### src/rtl/gpio_bank_pkg.sv
package gpio_bank_pkg;
  localparam int unsigned PINS   = 32;
  localparam int unsigned ADDR_W = 12;
  localparam int unsigned NLINES = 2;

  typedef logic [PINS-1:0] word_t;

  localparam logic [31:0] REV_ID = 32'h5060_0801;

  // byte offsets decoded by software
  localparam logic [ADDR_W-1:0] A_REV      = 12'h000;
  localparam logic [ADDR_W-1:0] A_RAW0     = 12'h024;
  localparam logic [ADDR_W-1:0] A_RAW1     = 12'h028;
  localparam logic [ADDR_W-1:0] A_STS0     = 12'h02C;
  localparam logic [ADDR_W-1:0] A_STS1     = 12'h030;
  localparam logic [ADDR_W-1:0] A_ENSET0   = 12'h034;
  localparam logic [ADDR_W-1:0] A_ENSET1   = 12'h038;
  localparam logic [ADDR_W-1:0] A_ENCLR0   = 12'h03C;
  localparam logic [ADDR_W-1:0] A_ENCLR1   = 12'h040;
  localparam logic [ADDR_W-1:0] A_DIR      = 12'h134;
  localparam logic [ADDR_W-1:0] A_PINLVL   = 12'h138;
  localparam logic [ADDR_W-1:0] A_LATCH    = 12'h13C;
  localparam logic [ADDR_W-1:0] A_DLOW     = 12'h140;
  localparam logic [ADDR_W-1:0] A_DHIGH    = 12'h144;
  localparam logic [ADDR_W-1:0] A_DRISE    = 12'h148;
  localparam logic [ADDR_W-1:0] A_DFALL    = 12'h14C;
  localparam logic [ADDR_W-1:0] A_LATCLR   = 12'h190;
  localparam logic [ADDR_W-1:0] A_LATSET   = 12'h194;
endpackage

### src/rtl/gpio_pin_sync.sv
module gpio_pin_sync #(
  parameter int unsigned W = 32
) (
  input  logic         clk,
  input  logic         rst_n,
  input  logic [W-1:0] async_in,
  output logic [W-1:0] sync_out
);
  logic [W-1:0] stage1_q;
  logic [W-1:0] stage2_q;

  always_ff @(posedge clk or negedge rst_n) begin
    if (!rst_n) begin
      stage1_q <= '0;
      stage2_q <= '0;
    end else begin
      stage1_q <= async_in;
      stage2_q <= stage1_q;
    end
  end

  assign sync_out = stage2_q;
endmodule

### src/rtl/gpio_evt_detect.sv
module gpio_evt_detect #(
  parameter int unsigned W = 32
) (
  input  logic         clk,
  input  logic         rst_n,
  input  logic [W-1:0] level,
  input  logic [W-1:0] en_low,
  input  logic [W-1:0] en_high,
  input  logic [W-1:0] en_rise,
  input  logic [W-1:0] en_fall,
  output logic [W-1:0] evt
);
  logic [W-1:0] prev_q;
  logic [W-1:0] rose;
  logic [W-1:0] fell;

  always_ff @(posedge clk or negedge rst_n) begin
    if (!rst_n) prev_q <= '0;
    else        prev_q <= level;
  end

  always_comb begin
    rose = level & ~prev_q;
    fell = ~level & prev_q;
  end

  genvar g;
  generate
    for (g = 0; g < W; g++) begin : g_pin
      assign evt[g] = (en_low[g]  & ~level[g]) |
                      (en_high[g] &  level[g]) |
                      (en_rise[g] &  rose[g])  |
                      (en_fall[g] &  fell[g]);
    end
  endgenerate
endmodule

### src/rtl/gpio_irq_line.sv
module gpio_irq_line #(
  parameter int unsigned W = 32
) (
  input  logic         clk,
  input  logic         rst_n,
  input  logic [W-1:0] evt,
  input  logic [W-1:0] wdata,
  input  logic         set_we,
  input  logic         clr_we,
  input  logic         ack_we,
  output logic [W-1:0] raw,
  output logic [W-1:0] en,
  output logic         irq
);
  logic [W-1:0] raw_q, raw_d;
  logic [W-1:0] en_q, en_d;
  logic         irq_q, irq_d;
  logic [W-1:0] ack_mask;

  always_comb begin
    ack_mask = ack_we ? wdata : '0;
    // an arriving event takes priority over a simultaneous acknowledge
    raw_d    = (raw_q & ~ack_mask) | evt;
    en_d     = en_q;
    if (set_we)      en_d = en_q | wdata;
    else if (clr_we) en_d = en_q & ~wdata;
    irq_d    = |(raw_q & en_q);
  end

  always_ff @(posedge clk or negedge rst_n) begin
    if (!rst_n) begin
      raw_q <= '0;
      en_q  <= '0;
      irq_q <= 1'b0;
    end else begin
      raw_q <= raw_d;
      if (set_we || clr_we) en_q <= en_d;
      irq_q <= irq_d;
    end
  end

  assign raw = raw_q;
  assign en  = en_q;
  assign irq = irq_q;
endmodule

### src/rtl/gpio_irq_bank.sv
module gpio_irq_bank
  import gpio_bank_pkg::*;
(
  input  logic              clk,
  input  logic              rst_n,
  input  logic              reg_wr,
  input  logic [ADDR_W-1:0] reg_addr,
  input  logic [PINS-1:0]   reg_wdata,
  output logic [PINS-1:0]   reg_rdata,
  input  logic [PINS-1:0]   pin_in,
  output logic [PINS-1:0]   pin_out,
  output logic [PINS-1:0]   pin_oe_n,
  output logic [NLINES-1:0] irq
);
  // reset: asserted asynchronously, released after two edges
  logic rst_meta_q, rst_sn;
  always_ff @(posedge clk or negedge rst_n) begin
    if (!rst_n) begin
      rst_meta_q <= 1'b0;
      rst_sn     <= 1'b0;
    end else begin
      rst_meta_q <= 1'b1;
      rst_sn     <= rst_meta_q;
    end
  end

  // write decode
  logic we_dir, we_latch, we_lset, we_lclr;
  logic we_dlow, we_dhigh, we_drise, we_dfall;
  logic [NLINES-1:0] we_enset, we_enclr, we_ack;

  always_comb begin
    we_dir   = reg_wr && (reg_addr == A_DIR);
    we_latch = reg_wr && (reg_addr == A_LATCH);
    we_lset  = reg_wr && (reg_addr == A_LATSET);
    we_lclr  = reg_wr && (reg_addr == A_LATCLR);
    we_dlow  = reg_wr && (reg_addr == A_DLOW);
    we_dhigh = reg_wr && (reg_addr == A_DHIGH);
    we_drise = reg_wr && (reg_addr == A_DRISE);
    we_dfall = reg_wr && (reg_addr == A_DFALL);
    we_enset = {reg_wr && (reg_addr == A_ENSET1), reg_wr && (reg_addr == A_ENSET0)};
    we_enclr = {reg_wr && (reg_addr == A_ENCLR1), reg_wr && (reg_addr == A_ENCLR0)};
    we_ack   = {reg_wr && (reg_addr == A_STS1),   reg_wr && (reg_addr == A_STS0)};
  end

  // configuration registers
  word_t dir_q, dir_d;
  word_t latch_q, latch_d;
  word_t dlow_q, dhigh_q, drise_q, dfall_q;
  logic  latch_ce;

  always_comb begin
    dir_d    = reg_wdata;
    latch_ce = we_latch | we_lset | we_lclr;
    latch_d  = latch_q;
    if (we_latch)     latch_d = reg_wdata;
    else if (we_lset) latch_d = latch_q | reg_wdata;
    else if (we_lclr) latch_d = latch_q & ~reg_wdata;
  end

  always_ff @(posedge clk or negedge rst_sn) begin
    if (!rst_sn) begin
      dir_q   <= '1;
      latch_q <= '0;
      dlow_q  <= '0;
      dhigh_q <= '0;
      drise_q <= '0;
      dfall_q <= '0;
    end else begin
      if (we_dir)   dir_q   <= dir_d;
      if (latch_ce) latch_q <= latch_d;
      if (we_dlow)  dlow_q  <= reg_wdata;
      if (we_dhigh) dhigh_q <= reg_wdata;
      if (we_drise) drise_q <= reg_wdata;
      if (we_dfall) dfall_q <= reg_wdata;
    end
  end

  // input path
  word_t level;
  word_t evt;

  gpio_pin_sync #(.W(PINS)) u_sync (
    .clk      (clk),
    .rst_n    (rst_sn),
    .async_in (pin_in),
    .sync_out (level)
  );

  gpio_evt_detect #(.W(PINS)) u_detect (
    .clk     (clk),
    .rst_n   (rst_sn),
    .level   (level),
    .en_low  (dlow_q),
    .en_high (dhigh_q),
    .en_rise (drise_q),
    .en_fall (dfall_q),
    .evt     (evt)
  );

  // interrupt lines
  word_t [NLINES-1:0] line_raw;
  word_t [NLINES-1:0] line_en;

  genvar l;
  generate
    for (l = 0; l < NLINES; l++) begin : g_line
      gpio_irq_line #(.W(PINS)) u_line (
        .clk    (clk),
        .rst_n  (rst_sn),
        .evt    (evt),
        .wdata  (reg_wdata),
        .set_we (we_enset[l]),
        .clr_we (we_enclr[l]),
        .ack_we (we_ack[l]),
        .raw    (line_raw[l]),
        .en     (line_en[l]),
        .irq    (irq[l])
      );
    end
  endgenerate

  // read mux
  always_comb begin
    case (reg_addr)
      A_REV:              reg_rdata = REV_ID;
      A_RAW0:             reg_rdata = line_raw[0];
      A_RAW1:             reg_rdata = line_raw[1];
      A_STS0:             reg_rdata = line_raw[0] & line_en[0];
      A_STS1:             reg_rdata = line_raw[1] & line_en[1];
      A_ENSET0, A_ENCLR0: reg_rdata = line_en[0];
      A_ENSET1, A_ENCLR1: reg_rdata = line_en[1];
      A_DIR:              reg_rdata = dir_q;
      A_PINLVL:           reg_rdata = level;
      A_LATCH:            reg_rdata = latch_q;
      A_DLOW:             reg_rdata = dlow_q;
      A_DHIGH:            reg_rdata = dhigh_q;
      A_DRISE:            reg_rdata = drise_q;
      A_DFALL:            reg_rdata = dfall_q;
      default:            reg_rdata = '0;
    endcase
  end

  assign pin_out  = latch_q;
  assign pin_oe_n = dir_q;
endmodule

### config.mk
export PLATFORM = sky130hd
export DESIGN_NAME = gpio_irq_bank
export DESIGN_NICKNAME = d
export VERILOG_FILES = /design/src/rtl/gpio_bank_pkg.sv /design/src/rtl/gpio_pin_sync.sv /design/src/rtl/gpio_evt_detect.sv /design/src/rtl/gpio_irq_line.sv /design/src/rtl/gpio_irq_bank.sv
export SDC_FILE = /design/constraint.sdc
export NUM_CORES = 1
export LEC_CHECK = 0
export BUFFER_PORTS_ARGS = -buffer_cell sky130_fd_sc_hd__buf_4
export CORE_MARGIN = 10
export CORE_UTILIZATION = 62
export CTS_BUF_LIST = sky130_fd_sc_hd__clkbuf_2 sky130_fd_sc_hd__clkbuf_4 sky130_fd_sc_hd__clkbuf_8
export CTS_CLUSTER_DIAMETER = 60
export DETAILED_ROUTE_END_ITERATION = 7
export PLACE_DENSITY = 0.83
export SYNTH_ARGS = -nofsm -noshare
export SYNTH_HDL_FRONTEND = slang
export SYNTH_SLANG_ARGS = --single-unit
### constraint.sdc
create_clock -name clk -period 13.59 [get_ports clk]
set_input_delay 1.359 -clock clk [delete_from_list [all_inputs] [get_ports clk]]
set_output_delay 1.359 -clock clk [all_outputs]
set_load 0.02 [all_outputs]
## Word level (Yosys, flattened, before mapping)

Index checks and enable logic that the tools add are counted.

| operators by class | value |
|---|---|
| bitwise gates (word level) | 277 |
| mux-type cells | 10 |
| reduce and logical (&&, ||, !) cells | 27 |
| equality and inequality tests | 17 |

Operators with widths:

| operator | number |
|---|---|
| 32-bit one-hot mux with 14 select lines | 1 |
| 32-bit AND | 9 |
| 32-bit 2-to-1 mux | 9 |
| 32-bit NOT | 5 |
| 32-bit bitwise OR | 5 |
| 1-bit AND | 128 |
| 12-bit by 9-bit equality test with 1-bit output, second input constant | 9 |
| 1-bit bitwise OR | 98 |
| 12-bit by 6-bit equality test with 1-bit output, second input constant | 7 |
| 32-bit OR reduction | 2 |
| 1-bit NOT | 32 |
| 1-bit logical AND | 14 |
| 12-bit by 7-bit equality test with 1-bit output, second input constant | 1 |
| 12-bit logical NOT | 1 |
| 2-bit AND reduction | 3 |
| 2-bit nonzero test | 2 |
| 2-bit OR reduction | 2 |
| 3-bit nonzero test | 1 |
| 1-bit logical OR | 2 |

| word-level totals | value |
|---|---|
| word-level logic and storage cells | 348 |
| bits in registers | 420 |
| bits of input ports | 79 |
| output and inout port bits | 98 |

## Logic depth before layout (Yosys ltp)

Gate-level depths: netlist of the first run.

| logic depth | value |
|---|---|
| depth in word-level cells | 6 |
| gate-level depth with buffers | 9 |
| gate-level depth less buffers | 5 |

## Hierarchy

A second synthesis of the first run with hierarchy kept.

| unflattened totals | value |
|---|---|
| cell total of the unflattened synthesis | 1,673 |
| area, all modules | 19,701.4 um2 |

By module, submodules not included:

| module | cells each | area each (um2) | instances | sequential area each (um2) |
|---|---|---|---|---|
| gpio_irq_bank | 1,003 | 11,139.4 | 1 | 4,894.7 |
| gpio_irq_line (g_line[0].u_line) | 223 | 2,580.0 | 1 | 1,626.6 |
| gpio_irq_line (g_line[1].u_line) | 223 | 2,578.7 | 1 | 1,626.6 |
| gpio_evt_detect | 160 | 1,801.7 | 1 | 800.8 |
| gpio_pin_sync | 64 | 1,601.5 | 1 | 1,601.5 |

## Worst setup path before layout of the first run

Ideal clock, no wire load.

| timing | value |
|---|---|
| path kind | input to output |
| start | input reg_addr[9] |
| end | output reg_rdata[12] |
| stages | 6 |
| required time | 12,231 ps |
| buffers on the path | 2 |
| data arrival time | 3,147 ps |
| slack | 9,084 ps |
| cell sequence | or4_1 -> buf_2 -> buf_2 -> nor3_1 -> a21oi_1 -> o221ai_1 |

| on the way | value |
|---|---|
| longest elaborated chain between the ends | 3 |
| elaborated cells between the ends (all ways) | 19 |
| classes of those cells | eq/ne (15); mux (1); reduce/logical (3) |

Ends and longest elaborated chain:

| element | RTL line | text |
|---|---|---|
| start, declared | gpio_irq_bank.sv:7 | `input logic [ADDR_W-1:0] reg_addr,` |
| 12-bit by 6-bit equality test with 1-bit output or 12-bit by 7-bit equality test with 1-bit output (tied branches) | gpio_irq_bank.sv:125 | `case (reg_addr)` |
| 2-bit OR reduction | gpio_irq_bank.sv:125 |  |
| 32-bit one-hot mux with 14 select lines * | gpio_irq_bank.sv:125 |  |
| end, declared | gpio_irq_bank.sv:9 | `output logic [PINS-1:0] reg_rdata,` |

Mark *: on every way between the ends. The rest lies on a longest branch, timed or not.

## Worst setup path in the final report of the first run

| timing | value |
|---|---|
| start | input reg_addr[3] |
| end | output reg_rdata[18] |

The elaborated chain is that of the path after synthesis.

==> metrics.cfg, run 1 <==
[status]
status=finished with violations
violations=DRC

[sta]
rsz0062_at_grt=no
setup_viol=0
tns_ns=0
skew_ns=0.03077
finalHoldViolCount=0
slew_headroom_pct=6.977
slew_violations=0
tightest_slew_ns=1.385
final.min_clock_period_ns=5.862
fmax_mhz=170.6
setup_ws_ns=7.728
post-route-period-util_pct=43.13

[worst_setup_path]
crit_buf_inv=3
max_stage_delay_ns=0.73
path_class=in2out
cpMaxStageDelayCell=nor4_4
cp-start-kind=input port
path_cells=buf_4, nor4_4, a22oi_1, nor2_2, buf_4, a21oi_1, o2111ai_1, buf_4
cp.arrival_ns=4.50
critPathMaxFanout=34
required_ns=12.23
critPathTopFamily=simple AND/OR/NAND/NOR gates
crit_path_frequent_cell=buf_4
critPathCaptureType=primary output

[floorplanning]
io_pins=177
rows=65
fp.dieW_um=198.7
die_height_um=198.7
die-area_um2=39490
start_util_pct=62.76
fp.coreArea_um2=31560

[grt]
grt_overflow=0
grtUsageTotal_pct=36.47
grt_start_max_net_pins=185
grt_pass1_wl_um=107100
antenna_found_initial=0
grt_pass1_vias=16840

[detailed_routing]
vias=16980
wire_per_inst_um=30.20
routed_wl_um=72240
drtAntennaViolNets=0
via_per_inst=7.099
drt_iter0_markers=2771
dr.pass1.iters=8
drc=8

[worst_hold_path]
min_path_type=reg2async

[finish]
layout-drive-gt1-share_pct=30.45
syn_to_final_growth_pct=15.78
layout_commonest_cell=dfrtp_1
layout_common_cells=387 x dfrtp_1, 276 x nand2_1, 212 x buf_4, 129 x mux2_2, 87 x a21oi_1
fin_area_um2=22930
nets=2012
n_antenna_cell=0
fill_cells=2220

[clocking]
insertion_delay_ns=0.63
post_cts_buffers=0
ctsHoldBuffers=0
cts-root-buf=clkbuf_8
cts_buffer_depth=3
cts_tree=yes
clock-sinks=420
clk_pin_slew_ns=0.06
numCtsBuffers=69
cts_htree_levels=3
post_cts_resize_count=0

[yosys]
yosysWarnings=0
synth.distinct_cells=70
syn_avg_cell_area_um2=11.09
syn_inst=1785
syn-cell-area_um2=19800
synth_top_cell_by_area=dfrtp_1
synth_seq_cells=420
async_flop_share_pct=100.0
ys_seq_area_share_pct=53.28
syn_nets=1864
ys.flop_type=dfrtp_1
synthTopCellsByArea=dfrtp_1 49%, mux2_2 7.3%, nand2_1 5.3%
synth_edf_count=0
synth_top_area_share_pct=49.03

[place]
gp_congestion=1.073
dpl_worst_slack_ns=7.851
hpwl_um=47790
port_buffers=176
placed_cell_area_um2=21430

[flow_run]
cap_violations=0

[pwr]
power.density_nw_per_um2=114.0
ir_drop_uv=95.09
p_leak_uw=0.01050

==> final cells by class <==
cell class / instances / area (um2) / share of cell area [%]
clock inverters: 16 / 146.4 / 0.6385
repair buffers: 213 / 1612 / 7.029
well taps: 402 / 503.0 / 2.194
inverters: 37 / 138.9 / 0.6057
clock buffers: 112 / 1354 / 5.905
flip-flops and latches: 420 / 10550 / 46.03
multi-input cells: 1192 / 8621 / 37.60
==> routing by layer <==
metal | GRT usage [%] | wire length (um)
met2 | 53.66 | 31210
met1 | 44.90 | 25840
met3 | 13.91 | 9923
met5 | 0 | 0
met4 | 21.96 | 5271
==> worst paths after layout <==
check	start	end	slack (ns)	cells after the start
max	reg_addr[3]	reg_rdata[18]	7.73	8
min	rst_sn	u_sync.sync_out[24]	0.12	0
max reg2reg	g_line[1].u_line.raw[22]	g_line[1].u_line.irq	11.11	4
min reg2reg	rst_sn	u_sync.sync_out[24]	0.12	0
max in group asynchronous	rst_sn	u_sync.stage1_q[11]	11.32	2
min in group clk	u_sync.stage1_q[23]	u_sync.sync_out[23]	0.34	0
==> cell families after synthesis <==
family / Yosys count / synth area share [%]
AND/OR/NAND/NOR: 477 / 11.52
AO/OA/AOI/OAI: 482 / 16.85
other: 1 / 0.01894
buffers and inverters: 173 / 3.892
flip-flops: 420 / 53.28
multiplexers: 232 / 14.44
==> metrics by stage <==
step | utilization, % | power [uW] | hold slack [ns] | cells
after global placement | 67.91 | 1433 | 0.1166 | 2264
after global routing | 72.66 | 2687 | 0.1322 | 2392
after CTS | 72.66 | 2618 | 0.1239 | 2392
after floorplan | - | 1376 | 0.3312 | 1785
after detailed placement | 67.91 | 1438 | 0.1172 | 2264
final | 72.66 | 2613 | 0.1205 | 2392
==> power by group <==
part,internal (uW),switching (uW)
registers,1270,14.7
logic,40.0,95.9
clock network,672,521
total,1980,631
==> cells in the mapped netlist (8+ instances only) <==
cell type	n
a22oi_1	70
mux2_4	60
dfstp_2	32
o2bb2ai_1	10
o21ai_0	57
a211oi_1	36
a32oi_1	24
mux2_2	129
o21ai_1	28
mux2i_1	18
mux2_1	21
a21o_1	71
a221oi_1	21
nand2b_1	10
nor3_1	11
nand2_1	277
a222oi_1	10
a22o_1	14
nor2_1	59
dfrtp_1	388
nand3_1	42
inv_1	37
a32o_1	8
clkbuf_1	79
a21oi_1	87
buf_2	40
o22ai_1	9
nand4_1	18
Power figures use the tool's default switching activity.
==> inputs of run 2 (changes only) <==
clock period = 5.7 ns   (was 13.59 ns; I/O delays follow)
==> run 2 against run 1 <==
Against the previous run: the run still ends with DRC left; clock power grew 150%; register-to-register slack lost 7.8 ns; power grew 140%; die area is the same.
==> metrics.cfg, run 2 (synthesis gave the netlist of run 1 again) <==
[floorplanning]
rows=65
fp.dieW_um=198.7
die_height_um=198.7
die-area_um2=39490
io_pins=177
fp.coreArea_um2=31560
start_util_pct=62.76

[worst_hold_path]
min_path_type=in2reg

[finish]
syn_to_final_growth_pct=16.72
layout_common_cells=387 x dfrtp_1, 276 x nand2_1, 225 x buf_4, 129 x mux2_2, 87 x a21oi_1
final_cell_count_no_fill=2408
layout-drive-gt1-share_pct=30.82
nets=2028
layout_commonest_cell=dfrtp_1

[place]
post-place-cells=2278
port_buffers=176
gp_congestion=1.093
hpwl_um=49420
dpl_worst_slack_ns=1.510

[worst_setup_path]
critPathMaxFanout=15
path_class=in2out
reg2reg_depth=4
r2r_end=g_line[1].u_line.irq
r2r-start=g_line[1].u_line.raw[22]
r2r_setup_slack_ns=3.27
required_ns=5.13
critPathCaptureType=primary output
cp.arrival_ns=3.79
cp-start-kind=input port
startpoint=reg_addr[9]
worstSetupEndpoint=reg_rdata[10]

[sta]
setup_ws_ns=1.338
final.min_clock_period_ns=4.362
slew_violations=0
tns_ns=0
rsz0062_at_grt=no
skew_ns=0.02648
tightest_slew_ns=1.275
slew_headroom_pct=14.55
finalHoldViolCount=0
post-route-period-util_pct=76.53
setup_viol=0
fmax_mhz=229.3

[grt]
grtUsageMet2_pct=56.27
grtUsageMet1_pct=47.08
met3_usage_pct=10.12
grt.busiest_layer=met2
grt_start_max_net_pins=165
grt_pass1_vias=17030
grt_pass1_wl_um=108900
grt_overflow=0
antenna_found_initial=1
grtUsageTotal_pct=37.12

[detailed_routing]
drt_iter0_markers=2300
dr.pass1.iters=8
routed_wl_um=73340
vias=16850
drtAntennaViolNets=0
via_per_inst=6.999
wire_per_inst_um=30.46
drc=32

[status]
status=finished with violations
violations=DRC

[clocking]
numCtsBuffers=70
insertion_delay_ns=0.63
cts_htree_levels=3
clock-sinks=420
clk_pin_slew_ns=0.06
post_cts_buffers=0
cts_tree=yes
cts_buffer_depth=3
cts-root-buf=clkbuf_8

[pwr]
p_leak_uw=0.01061
power.density_nw_per_um2=275.5
ir_drop_uv=229.4

[flow_run]
cap_violations=0

## run 2: changes by cell type in the layout (fill, tap and decap cells not counted), moves of 2 or more
cell | before | now
buf_4 | 212 | 225
bufinv_16 | 2 | 4
clkbuf_4 | 30 | 26
clkbuf_8 | 82 | 84
clkinvlp_4 | 5 | 3
inv_6 | 0 | 3
## run 2: routing by layer
layer / wire length [um] / share of wire, %
met1: 27190 / 37
met2: 33020 / 45
met3: 8533 / 12
met4: 4597 / 6.3
met5: 0 / 0
## run 2: where the power goes
| part | leakage (uW) | switching, uW | internal, uW | total (uW) |
|---|---|---|---|---|
| Sequential | 0.00517 | 36.9 | 3030 | 3060 |
| Combinational | 0.00462 | 232 | 97.8 | 330 |
| Clock | 0.000828 | 1270 | 1700 | 2970 |
## run 2: what timing repair did
action / in CTS / in global routing
hold endpoints to repair: 2 / 0
hold buffers: 1 / 0
gates resized for setup: 0 / 0
## run 2: critical path: stages
cell and delay (ns):
buf_4 0.13, or4b_1 0.99, buf_4 0.39, nor3_1 1.01, o2bb2ai_1 0.19, a221oi_1 0.06, o2111ai_1 0.22, buf_4 0.20
## run 2: worst min-delay path by stage
stage	endpoint	slack (ns)	startpoint	cells past startpoint
after floorplan	rst_meta_q	0.27	rst_n	0
after global placement	dfall_q[25]	0.25	rst_sn	0
after detailed placement	dfall_q[25]	0.26	rst_sn	0
after CTS	u_sync.stage1_q[23]	0.03	pin_in[23]	1
after global routing	u_sync.stage1_q[23]	0.03	pin_in[23]	1
final	u_sync.stage1_q[30]	0.05	pin_in[30]	1
## run 2: cell type report
class / instances / area (um2)
Clock inverter: 18 / 215.2
Antenna cell: 1 / 2.502
Multi-Input combinational cell: 1192 / 8611
Sequential cell: 420 / 10550
Tap cell: 402 / 503.0
Fill cell: 2228 / 8441
Inverter: 37 / 138.9
Timing Repair Buffer: 228 / 1739
Clock buffer: 110 / 1351
## run 2: through the flow
stage	instance area, um2	total power [uW]	utilization [%]	hold WS (ns)
3_5_place_dp	21540	3436	68.25	0.2557
2_1_floorplan	19810	3279	-	0.2744
4_1_cts	23110	6367	73.24	0.02691
3_3_place_gp	21540	3427	68.25	0.2528
5_1_grt	23110	6537	73.24	0.02916
6_report	23110	6367	73.25	0.04770
